`config.mk`:
```
export PLATFORM = sky130hd
export DESIGN_NAME = i2c_mtx_ctrl
export DESIGN_NICKNAME = d
export VERILOG_FILES = /design/src/rtl/i2c_mtx_pkg.sv /design/src/rtl/i2c_mtx_busmon.sv /design/src/rtl/i2c_mtx_seq.sv /design/src/rtl/i2c_mtx_regs.sv /design/src/rtl/i2c_mtx_ctrl.sv
export SDC_FILE = /design/constraint.sdc
export NUM_CORES = 1
export LEC_CHECK = 0
export BUFFER_PORTS_ARGS = -buffer_cell sky130_fd_sc_hd__buf_2
export CAP_MARGIN = 20
export CELL_PAD_IN_SITES_DETAIL_PLACEMENT = 0
export CELL_PAD_IN_SITES_GLOBAL_PLACEMENT = 1
export CORE_UTILIZATION = 45
export DETAILED_ROUTE_END_ITERATION = 8
export GPL_ROUTABILITY_DRIVEN = 1
export PLACE_DENSITY_LB_ADDON = 0.1
export SYNTH_ARGS = -nofsm -noshare
export SYNTH_HDL_FRONTEND = slang
export SYNTH_HIERARCHICAL = 1
export SYNTH_SLANG_ARGS = --single-unit
```
`constraint.sdc`:
```
create_clock -name clk -period 2.3 [get_ports clk]
set_clock_uncertainty 0.1 [all_clocks]
set_input_delay 0.115 -clock clk [delete_from_list [all_inputs] [get_ports clk]]
set_output_delay 0.115 -clock clk [all_outputs]
set_load 0.1 [all_outputs]
```
`src/rtl/i2c_mtx_pkg.sv`:
```
// Package: register addresses, control bit positions and sequencer states
// shared by the master-transmit controller modules.
package i2c_mtx_pkg;
    localparam int            REG_AW = 2;
    localparam logic [1:0]    A_CTRL = 2'd0;
    localparam logic [1:0]    A_STAT = 2'd1;
    localparam logic [1:0]    A_DATA = 2'd2;
    localparam int            C_FLAG = 0;
    localparam int            C_QUAL = 1;
    localparam int            C_DIR  = 4;
    localparam int            C_MST  = 5;
    localparam int            C_BUSY = 7;

    typedef enum logic [2:0] {
        ST_IDLE,
        ST_START,
        ST_HOLD,
        ST_BIT,
        ST_STOP
    } seq_state_t;
endpackage

```
`src/rtl/i2c_mtx_busmon.sv`:
```
// Bus monitor: synchronises the sensed SCL/SDA levels and keeps a busy
// flag that follows START and STOP conditions from any master.
// Assumes SYNC_STAGES >= 2 and that the lines idle high.
module i2c_mtx_busmon #(
    parameter int SYNC_STAGES = 2
) (
    input  logic clk,
    input  logic rst_n,
    input  logic scl_in,
    input  logic sda_in,
    output logic sda_s,
    output logic bus_busy
);
    logic [SYNC_STAGES-1:0] scl_sr, sda_sr;
    logic scl_s, scl_prev, sda_prev;
    logic start_det, stop_det;

    assign scl_s = scl_sr[SYNC_STAGES-1];
    assign sda_s = sda_sr[SYNC_STAGES-1];

    // Synchroniser chains and one-cycle history of the synced levels.
    always_ff @(posedge clk) begin
        if (!rst_n) begin
            scl_sr   <= '1;
            sda_sr   <= '1;
            scl_prev <= 1'b1;
            sda_prev <= 1'b1;
        end else begin
            scl_sr   <= {scl_sr[SYNC_STAGES-2:0], scl_in};
            sda_sr   <= {sda_sr[SYNC_STAGES-2:0], sda_in};
            scl_prev <= scl_s;
            sda_prev <= sda_s;
        end
    end

    assign start_det = scl_prev & scl_s &  sda_prev & ~sda_s;
    assign stop_det  = scl_prev & scl_s & ~sda_prev &  sda_s;

    // Busy flag: set on a seen START, cleared on a seen STOP.
    always_ff @(posedge clk) begin
        if (!rst_n)         bus_busy <= 1'b0;
        else if (start_det) bus_busy <= 1'b1;
        else if (stop_det)  bus_busy <= 1'b0;
    end

    p_busy_on_start_r2: assert property (@(posedge clk) disable iff (!rst_n)
        (scl_s && scl_prev && sda_prev && !sda_s) |=> bus_busy);
    p_free_on_stop_r2: assert property (@(posedge clk) disable iff (!rst_n)
        (scl_s && scl_prev && !sda_prev && sda_s) |=> !bus_busy);
endmodule

```
`src/rtl/i2c_mtx_seq.sv`:
```
// Bus sequencer: generates START, the data bits plus acknowledge clock,
// and STOP, at a quarter-bit period of CLK_DIV clocks. It drives both
// lines open-drain from registers. Assumes no clock stretching and
// no other master active while it owns the bus.
module i2c_mtx_seq
    import i2c_mtx_pkg::*;
#(
    parameter int CLK_DIV = 125,
    parameter int DATA_W  = 8
) (
    input  logic              clk,
    input  logic              rst_n,
    input  logic              start_req,
    input  logic              stop_req,
    input  logic              data_go,
    input  logic [DATA_W-1:0] wdata,
    input  logic              sda_s,
    input  logic              bus_busy,
    output logic              seq_idle,
    output logic              seq_hold,
    output logic              evt,
    output logic              ack_vld,
    output logic              ack_val,
    output logic              scl_low,
    output logic              sda_low
);
    localparam int CW = (CLK_DIV > 2) ? $clog2(CLK_DIV) : 1;
    localparam int BW = $clog2(DATA_W + 1);

    seq_state_t        state;
    logic [CW-1:0]     cnt;
    logic [1:0]        qtr;
    logic [BW-1:0]     bidx;
    logic [DATA_W-1:0] shreg;
    logic              active, tick, last_bit;

    assign active   = (state == ST_START) || (state == ST_BIT) || (state == ST_STOP);
    assign tick     = active && (cnt == CW'(CLK_DIV - 1));
    assign last_bit = (bidx == BW'(DATA_W));
    assign seq_idle = (state == ST_IDLE);
    assign seq_hold = (state == ST_HOLD);
    assign ack_vld  = tick && (qtr == 2'd3) && (state == ST_BIT) && last_bit;
    assign ack_val  = sda_s;
    assign evt      = tick && (qtr == 2'd3) &&
                      ((state == ST_START) || ((state == ST_BIT) && last_bit));

    // Quarter-period timer, running only in the timed states.
    always_ff @(posedge clk) begin
        if (!rst_n)                 cnt <= '0;
        else if (!active || tick)   cnt <= '0;
        else                        cnt <= cnt + 1'b1;
    end

    // Main sequencer: state, quarter index, shifter and line drivers.
    always_ff @(posedge clk) begin
        if (!rst_n) begin
            state   <= ST_IDLE;
            qtr     <= 2'd0;
            bidx    <= '0;
            shreg   <= '0;
            scl_low <= 1'b0;
            sda_low <= 1'b0;
        end else begin
            case (state)
                ST_IDLE: if (start_req) begin
                    state <= ST_START;
                    qtr   <= 2'd0;
                end
                ST_START: if (tick) begin
                    qtr <= qtr + 2'd1;
                    case (qtr)
                        2'd0:    sda_low <= 1'b1;
                        2'd2:    scl_low <= 1'b1;
                        2'd3:    state   <= ST_HOLD;
                        default: ;
                    endcase
                end
                ST_HOLD: if (data_go) begin
                    state <= ST_BIT;
                    shreg <= wdata;
                    bidx  <= '0;
                    qtr   <= 2'd0;
                end else if (stop_req) begin
                    state <= ST_STOP;
                    qtr   <= 2'd0;
                end
                ST_BIT: if (tick) begin
                    qtr <= qtr + 2'd1;
                    case (qtr)
                        2'd0:    sda_low <= last_bit ? 1'b0 : ~shreg[DATA_W-1];
                        2'd1:    scl_low <= 1'b0;
                        2'd3: begin
                            scl_low <= 1'b1;
                            if (last_bit) begin
                                state <= ST_HOLD;
                            end else begin
                                shreg <= {shreg[DATA_W-2:0], 1'b0};
                                bidx  <= bidx + 1'b1;
                            end
                        end
                        default: ;
                    endcase
                end
                ST_STOP: if (tick) begin
                    qtr <= qtr + 2'd1;
                    case (qtr)
                        2'd0:    sda_low <= 1'b1;
                        2'd1:    scl_low <= 1'b0;
                        2'd2:    sda_low <= 1'b0;
                        default: state   <= ST_IDLE;
                    endcase
                end
                default: state <= ST_IDLE;
            endcase
        end
    end

    p_start_needs_free_bus_r4: assert property (@(posedge clk) disable iff (!rst_n)
        ($past(state) == ST_IDLE && state == ST_START) |-> !$past(bus_busy));
    p_start_leaves_lines_low_r3: assert property (@(posedge clk) disable iff (!rst_n)
        ($past(state) == ST_START && state == ST_HOLD) |-> (scl_low && sda_low));
    p_sda_moves_scl_low_r5: assert property (@(posedge clk) disable iff (!rst_n)
        (state == ST_BIT && $past(state) == ST_BIT && sda_low != $past(sda_low))
        |-> (scl_low && $past(scl_low)));
    p_byte_only_from_hold_r9: assert property (@(posedge clk) disable iff (!rst_n)
        ($past(state) == ST_HOLD && state == ST_BIT) |-> $past(data_go));
    p_idle_released_r8: assert property (@(posedge clk) disable iff (!rst_n)
        (state == ST_IDLE) |-> (!scl_low && !sda_low));
endmodule

```
`src/rtl/i2c_mtx_regs.sv`:
```
// Register file: control, status and data registers, the sticky event
// flag, and qualification of software writes into sequencer commands.
// Assumes one write strobe per cycle at most.
module i2c_mtx_regs
    import i2c_mtx_pkg::*;
#(
    parameter int DATA_W = 8
) (
    input  logic              clk,
    input  logic              rst_n,
    input  logic              wr,
    input  logic [REG_AW-1:0] addr,
    input  logic [DATA_W-1:0] wdata,
    output logic [DATA_W-1:0] rdata,
    input  logic              bus_busy,
    input  logic              seq_idle,
    input  logic              seq_hold,
    input  logic              evt,
    input  logic              ack_vld,
    input  logic              ack_val,
    output logic              start_req,
    output logic              stop_req,
    output logic              data_go,
    output logic              flag
);
    logic              mst_q, dir_q, qual_q, ack_q;
    logic [DATA_W-1:0] data_q;
    logic              ctrl_wr, data_wr;

    assign ctrl_wr = wr && (addr == A_CTRL);
    assign data_wr = wr && (addr == A_DATA);

    assign start_req = ctrl_wr && wdata[C_BUSY] && !wdata[C_QUAL] &&
                       wdata[C_MST] && wdata[C_DIR] && !bus_busy && seq_idle;
    assign stop_req  = ctrl_wr && !wdata[C_BUSY] && !wdata[C_QUAL] && seq_hold;
    assign data_go   = data_wr && mst_q && dir_q && seq_hold;

    // Stored control fields and the data register.
    always_ff @(posedge clk) begin
        if (!rst_n) begin
            mst_q  <= 1'b0;
            dir_q  <= 1'b0;
            qual_q <= 1'b0;
            data_q <= '0;
        end else begin
            if (ctrl_wr) begin
                mst_q  <= wdata[C_MST];
                dir_q  <= wdata[C_DIR];
                qual_q <= wdata[C_QUAL];
            end
            if (data_wr) data_q <= wdata;
        end
    end

    // Sticky event flag: a hardware event wins over a software clear.
    always_ff @(posedge clk) begin
        if (!rst_n)                          flag <= 1'b0;
        else if (evt)                        flag <= 1'b1;
        else if (ctrl_wr && !wdata[C_FLAG])  flag <= 1'b0;
    end

    // Captured acknowledge level from the ninth clock.
    always_ff @(posedge clk) begin
        if (!rst_n)       ack_q <= 1'b0;
        else if (ack_vld) ack_q <= ack_val;
    end

    // Read multiplexer.
    always_comb begin
        rdata = '0;
        case (addr)
            A_CTRL: begin
                rdata[C_BUSY] = bus_busy;
                rdata[C_MST]  = mst_q;
                rdata[C_DIR]  = dir_q;
                rdata[C_QUAL] = qual_q;
                rdata[C_FLAG] = flag;
            end
            A_STAT:  rdata[0] = ack_q;
            A_DATA:  rdata    = data_q;
            default: rdata    = '0;
        endcase
    end

    p_flag_sticky_r7: assert property (@(posedge clk) disable iff (!rst_n)
        (flag && !(wr && addr == A_CTRL && !wdata[C_FLAG])) |=> flag);
    p_ack_stored_r6: assert property (@(posedge clk) disable iff (!rst_n)
        ack_vld |=> (ack_q == $past(ack_val)) && flag);
endmodule

```
`src/rtl/i2c_mtx_ctrl.sv`:
```
// Top level of the master-transmit controller: register file, bus
// monitor and bus sequencer. Lines are open-drain; the *_drive_low
// outputs pull low when 1. Assumes slaves do not stretch SCL.
module i2c_mtx_ctrl
    import i2c_mtx_pkg::*;
#(
    parameter int CLK_DIV     = 125,
    parameter int DATA_W      = 8,
    parameter int SYNC_STAGES = 2
) (
    input  logic              clk,
    input  logic              rst_n,
    input  logic              reg_wr,
    input  logic [REG_AW-1:0] reg_addr,
    input  logic [DATA_W-1:0] reg_wdata,
    output logic [DATA_W-1:0] reg_rdata,
    output logic              irq,
    input  logic              scl_in,
    input  logic              sda_in,
    output logic              scl_drive_low,
    output logic              sda_drive_low
);
    logic sda_s, bus_busy, seq_idle, seq_hold, evt, ack_vld, ack_val;
    logic start_req, stop_req, data_go;

    i2c_mtx_busmon #(.SYNC_STAGES(SYNC_STAGES)) u_busmon (
        .clk(clk), .rst_n(rst_n), .scl_in(scl_in), .sda_in(sda_in),
        .sda_s(sda_s), .bus_busy(bus_busy)
    );

    i2c_mtx_regs #(.DATA_W(DATA_W)) u_regs (
        .clk(clk), .rst_n(rst_n), .wr(reg_wr), .addr(reg_addr),
        .wdata(reg_wdata), .rdata(reg_rdata), .bus_busy(bus_busy),
        .seq_idle(seq_idle), .seq_hold(seq_hold), .evt(evt),
        .ack_vld(ack_vld), .ack_val(ack_val), .start_req(start_req),
        .stop_req(stop_req), .data_go(data_go), .flag(irq)
    );

    i2c_mtx_seq #(.CLK_DIV(CLK_DIV), .DATA_W(DATA_W)) u_seq (
        .clk(clk), .rst_n(rst_n), .start_req(start_req), .stop_req(stop_req),
        .data_go(data_go), .wdata(reg_wdata), .sda_s(sda_s),
        .bus_busy(bus_busy), .seq_idle(seq_idle), .seq_hold(seq_hold),
        .evt(evt), .ack_vld(ack_vld), .ack_val(ack_val),
        .scl_low(scl_drive_low), .sda_low(sda_drive_low)
    );
endmodule

```
# Yosys cells after proc, flatten, opt, wreduce, memory -nomap -nowiden
# Index checks and enable logic that the tools add are counted.
totals:
  n_memories: 0
  ff_bits: 46
  wordCells: 156
  mem_bits_rw: 0
  out_inout_bits: 11
  latchBits: 0
  mem_bits_ro: 0
op_classes:
  div_mod_pow: 0
  bitwise: 9
  mux: 51
  n_reduce_logical: 46
  addsub: 3
  n_eq_ne: 29
  order_cmp: 0
  n_mul: 0
  shift: 0
ops:
  columns: ["op", "count"]
  rows:
  - ["2-to-1 mux 8 bit", 4]
  - ["2-to-1 mux 3 bit", 10]
  - ["logical AND 1 bit", 21]
  - ["!= test 2 bit, second input constant", 9]
  - ["2-to-1 mux 1 bit", 16]
  - ["2-to-1 mux 4 bit", 4]
  - ["one-hot mux 8 bit (2 select lines)", 1]
  - ["one-hot mux 3 bit (5 select lines)", 1]
  - ["AND reduction 7 bit", 2]
  - ["!= test 2 x 1 -> 1 bit, second input constant", 6]
  - ["2-to-1 mux 2 bit", 5]
  - ["one-hot mux 1 bit (3 select lines)", 3]
  - ["AND reduction 9 bit", 1]
  - ["one-hot mux 1 bit (2 select lines)", 4]
  - ["one-hot mux 4 bit (2 select lines)", 1]
  - ["adder 7 x 1 -> 7 bit, second input constant", 1]
  - ["equality test 7 bit, second input constant", 1]
  - ["equality test 2 bit, second input constant", 3]
  - ["equality test 3 x 2 -> 1 bit, second input constant", 2]
  - ["!= test 3 bit, second input constant", 2]
  - ["one-hot mux 2 bit (3 select lines)", 1]
  - ["nonzero test 2 bit", 3]
  - ["nonzero test 3 bit", 2]
  - ["OR reduction 3 bit", 2]
  - ["17 further kinds", 33]

# Longest topological paths before layout
logic_depth:
  word_depth: 10
  mapped_depth: 8
  mapped_depth_nobuf: 7

# Modules after synthesis
# The synthesis kept the hierarchy.
modules_own_cells:
  columns: ["module", "n_inst", "seq_area_each_um2", "area_each_um2", "cells_per_inst"]
  rows:
  - ["i2c_mtx_seq", 1, 520.5, 1520.2, 173]
  - ["i2c_mtx_regs", 1, 260.2, 695.7, 73]
  - ["i2c_mtx_busmon", 1, 140.1, 209.0, 19]

# Least setup slack after synthesis
# No wires, ideal clock.
synth_timing:
  kind: "register to output"
  start: "register u_regs.flag"
  end: "output port reg_rdata[0]"
  path_buffers: 0
  arrival_ps: 2599
  stages_incl_launch_ff: 3
  slack_ps: -514
  path_cell_list: "dfxtp_1 mux2i_1 o2bb2ai_1"
synth_via:
  elab_chain_cells: 1
synth_rtl:
  columns: ["item", "line_no", "rtl"]
  rows:
  - ["start, declared", "i2c_mtx_regs.sv:24", "output logic flag"]
  - ["start signal, assigned", "i2c_mtx_regs.sv:57", "if (!rst_n) flag <= 1'b0;"]
  - ["start signal, assigned", "i2c_mtx_regs.sv:58", "else if (evt) flag <= 1'b1;"]
  - ["start signal, assigned", "i2c_mtx_regs.sv:59", "else if (ctrl_wr && !wdata[C_FLAG]) flag <= 1'b0;"]
  - ["one-hot mux 1 bit (3 select lines)", "i2c_mtx_regs.sv:71", "case (addr)"]
  - ["end, declared", "i2c_mtx_ctrl.sv:16", "output logic [DATA_W-1:0] reg_rdata,"]
# Every way passes these cells.

# Final worst setup path
layout_timing:
  start: "register u_seq.state[0]"
  end: "register u_seq.qtr[0]"
layout_rtl:
  columns: ["item", "line_no", "rtl"]
  rows:
  - ["start, declared", "i2c_mtx_seq.sv:30", "seq_state_t state;"]
  - ["start signal, assigned", "i2c_mtx_seq.sv:57", "state <= ST_IDLE;"]
  - ["start signal, assigned", "i2c_mtx_seq.sv:66", "state <= ST_START;"]
  - ["start signal, assigned", "i2c_mtx_seq.sv:74", "2'd3: state <= ST_HOLD;"]
  - ["equality test 3 x 2 -> 1 bit (*)", "i2c_mtx_seq.sv:41", "assign seq_hold = (state == ST_HOLD);"]
  - ["via seq_hold", "i2c_mtx_ctrl.sv:23", "logic sda_s, bus_busy, seq_idle, seq_hold, evt, ack_vld, ack_val;"]
  - ["logical AND 1 bit (*)", "i2c_mtx_regs.sv:36", "assign data_go = data_wr && mst_q && dir_q && seq_hold;"]
  - ["via data_go", "i2c_mtx_ctrl.sv:24", "logic start_req, stop_req, data_go;"]
  - ["!= test 3 bit (no source line) or 2-to-1 mux 2 bit (tied branches)", null, null]
  - ["AND reduction 4 bit (no source line) or one-hot mux 2 bit (3 select lines) (tied branches)", null, null]
  - ["end signal, assigned", "i2c_mtx_seq.sv:70", "qtr <= qtr + 2'd1;"]
  - ["end signal, assigned", "i2c_mtx_seq.sv:88", "qtr <= qtr + 2'd1;"]
  - ["end signal, assigned", "i2c_mtx_seq.sv:105", "qtr <= qtr + 2'd1;"]
  - ["end, declared", "i2c_mtx_seq.sv:32", "logic [1:0] qtr;"]
# The timed path passes the listed nets; every way through them passes the cells marked *.
# A chain may end at the register's enable or synchronous reset.

==> results by group <==
Status
  • Status: completed

Critical path
  • Critical path arrival: approximately 2.3 ns
  • Worst-path fanout max: 9
  • CP max-delay cell: dfxtp_1
  • Crit path cell chain: nor2_1 -> and2_1 -> and4_1 -> or2b_2 -> o22a_2 -> a21oi_2 -> mux2i_1
  • Critical Path Start Type: register
  • Worst setup path category: reg -> reg
  • CP max stage delay: 0.47 ns
  • Crit path required time: around 2.4 ns
  • Worst setup EP type: register

Place
  • Hpwl dp: roughly 3400 um
  • # port buffers: 25
  • GP Congestion: roughly 0.77

Synthesis
  • Synth Flop Type: dfxtp_1
  • Synth top cells by count: 46 x dfxtp_1, 37 x nand2_1, 26 x mux2i_1, 17 x nor2_1, 13 x nand2b_1
  • Area leader, netlist: dfxtp_1
  • Distinct cells, synth: 57
  • Synth warn: 6
  • Post-Syn Instances: about 270
  • Mapped Nets: 288
  • Post-synth EDFFs: 0
  • Flops & latches, synth: 46
  • Most frequent cell after synthesis: dfxtp_1
  • Synth top area cells: dfxtp_1 38%, mux2i_1 11%, nand2_1 5.7%
  • Sequential fraction of the synthesis area: 38.0%
  • Ys async rst share: 0%
  • Top cell type's share of synthesized area: 38.0%
  • Syn_area_per_cell: between 9 and 10 um2
  • Synthesized cell area: 2420 um2

Routing
  • First-pass DRT Iterations: 4
  • Final ANT Viol Nets: 0
  • 1st-iter DRT viols: 60
  • Routed len/inst: about 13 um
  • Aggregate routed wire length: ~4800 um
  • Vias per inst: roughly 5.2
  • Vias: roughly 1900
  • DRC Markers: 0

Clock tree
  • CTS tree: built
  • Root Driver: clkbuf_8
  • Clk Latency, worst-skew pair: about 0.31 ns
  • Clk pin slew, worst setup/hold paths: 0.09 ns
  • Clock sinks: 46
  • Post-cts resize count: 0
  • Longest Clk Path Bufs: 2
  • Htree depth: 2
  • CTS Buf Count: 5

STA
  • Final Hold Viols: 0
  • RSZ-0062 raised after global routing: no
  • Worst Tran Pin Value: between 0.5 and 0.6 ns
  • Fin. max-slew vios: 0
  • Max_slew headroom: 62.8%
  • Max Fclk: 0.462 GHz
  • Minimum clock period after layout: 2.16 ns
  • Period utilization: about 94%
  • Setup TNS: 0 ns
  • Setup violators final: 0

Floorplanning
  • # IOs: 26
  • Chip Height: around 75 um
  • Area of the core: between 5000 and 6000 um2
  • Rows: 26
  • Initial Util: between 40% and 50%
  • Die Wd: roughly 75 um
  • Die ar.: roughly 5700 um2

Cells and area
  • Nets: ~310
  • Area Overhead vs Synth: 13.7%
  • Layout cells sized above 1: ~18%
  • Diode count: 0
  • Final Util: 53.7%

Pwr
  • P_int: between 1 and 1.5 mW
  • Sw frac: between 20 and 25%
  • Sw Pwr: between 0.3 and 0.4 mW
  • Seq pwr share: 49.2%
  • Power Density: approximately 600 nW/um2
  • Combinational Power Share: 7.1%
  • Clock share of power: a little over two fifths
  • Worst VDD drop: approximately 0.00046 V
  • Leakage power: between 1 and 1.5 nW

Global routing
  • First-pass GRT wire length: approximately 7600 um
  • Overall routing resource usage: roughly 18%
  • Antenna violations before repair: 0
  • Largest net degree at the start of global routing: 34
  • GRT overflow: 0
  • Vias in the first global route: ~1600

Flow run
  • Max-Cap Viols: 0

Worst hold path
  • Hold WC Path Type: in -> reg
[power groups by stage]
| stage | combinational (mW) | clock, mW | sequential [mW] |
|---|---|---|---|
| final | 0.117 | 0.724 | 0.815 |
| after global routing | 0.127 | 0.772 | 0.817 |
| after CTS | 0.117 | 0.741 | 0.815 |
| after detailed placement | 0.109 | 0 | 0.834 |
| after global placement | 0.110 | 0 | 0.834 |
| after floorplan | 0.0826 | 0 | 0.832 |
[flip-flops by register name, indices dropped and copies added, names as in the netlist]
| name | cells |
|---|---|
| u_regs/data_q | 8 |
| u_seq/shreg | 8 |
| u_seq/cnt | 7 |
| u_seq/bidx | 4 |
| u_seq/state | 3 |
| u_busmon/scl_sr | 2 |
| u_busmon/sda_sr | 2 |
| u_seq/qtr | 2 |
| u_busmon/bus_busy | 1 |
| u_busmon/scl_prev | 1 |
| u_busmon/sda_prev | 1 |
| u_regs/ack_q | 1 |
| u_regs/dir_q | 1 |
| u_regs/flag | 1 |
| u_regs/mst_q | 1 |
| u_regs/qual_q | 1 |
| u_seq/scl_low | 1 |
| u_seq/sda_low | 1 |
[area by class of cell]
cell class	instances	area (um2)
Timing Repair Buffer	34	208
Multi-Input combinational cell	194	1370
Tap cell	70	87.6
Clock inverter	3	68.8
Inverter	10	37.5
Sequential cell	46	921
Fill cell	506	2380
Clock buffer	5	68.8
[path summary, 6_finish.rpt]
check	startpoint	end	slack, ns	depth (start not counted)
setup / recovery	u_seq/state[0]	u_seq/qtr[0]	0.14	7
hold / removal	reg_wdata[4]	u_regs/dir_q	0.02	3
setup reg to reg	u_seq/state[0]	u_seq/qtr[0]	0.14	7
hold reg to reg	u_busmon/sda_sr[0]	u_busmon/sda_sr[1]	0.32	1
[cells by family after synthesis]
kind of cell	count (synthesis)	share of synthesized area, %
AND/OR/NAND/NOR	116	26.7
flip-flops	46	38.0
AO/OA/AOI/OAI	39	12.7
multiplexers	26	10.7
buffers and inverters	25	5.93
adder cells (fa/ha/maj)	8	4.13
XOR/XNOR	5	1.81
[layout by cell type (no fill, tap or decap), types with 5 or more instances in the layout]
cell and instances:
nor2_1 17, o211ai_1 10, inv_1 9, nand2_1 37, clkbuf_8 5, ha_1 8
nand3_1 11, nand2b_1 13, buf_2 25, dlygate4sd3_1 6, mux2i_1 26, dfxtp_1 46
and2_1 6
[worst max-delay path, delay by kind of cell (launching register included)]
kind | cells | cell delay [ns]
compound gates | 2 | 0.43
simple gates | 4 | 0.90
flops | 1 | 0.47
mux | 1 | 0.21
[stage by stage]
step	setup slack [ns]	instances	hold slack, ns	area [um2]	total power [mW]
2_1_floorplan	0.0395	265	0.0880	2430	0.914
3_3_place_gp	0.224	348	0.198	2560	0.944
3_5_place_dp	0.183	348	0.201	2560	0.944
4_1_cts	0.147	362	0.00478	2760	1.67
5_1_grt	0.0177	362	0.0338	2760	1.72
6_report	0.136	362	0.0156	2760	1.66
[what timing repair did]
action / in CTS / in global routing
setup buffers: 0 / 0
hold buffers: 6 / 0
hold endpoints to repair: 8 / 0
[metal layers]
metal | part of all wire [%] | track usage (%) | wire length [um] | vias to the layer above
li1 | - | - | - | 973
met1 | 51 | 24.5 | 2460 | 883
met2 | 45 | 28.1 | 2180 | 20
met3 | 2.7 | 3.97 | 131 | 5
met4 | 0.91 | 4.94 | 44 | 0
met5 | 0 | 0 | 0 | -
Note: power is estimated with default switching activity, not from simulation.
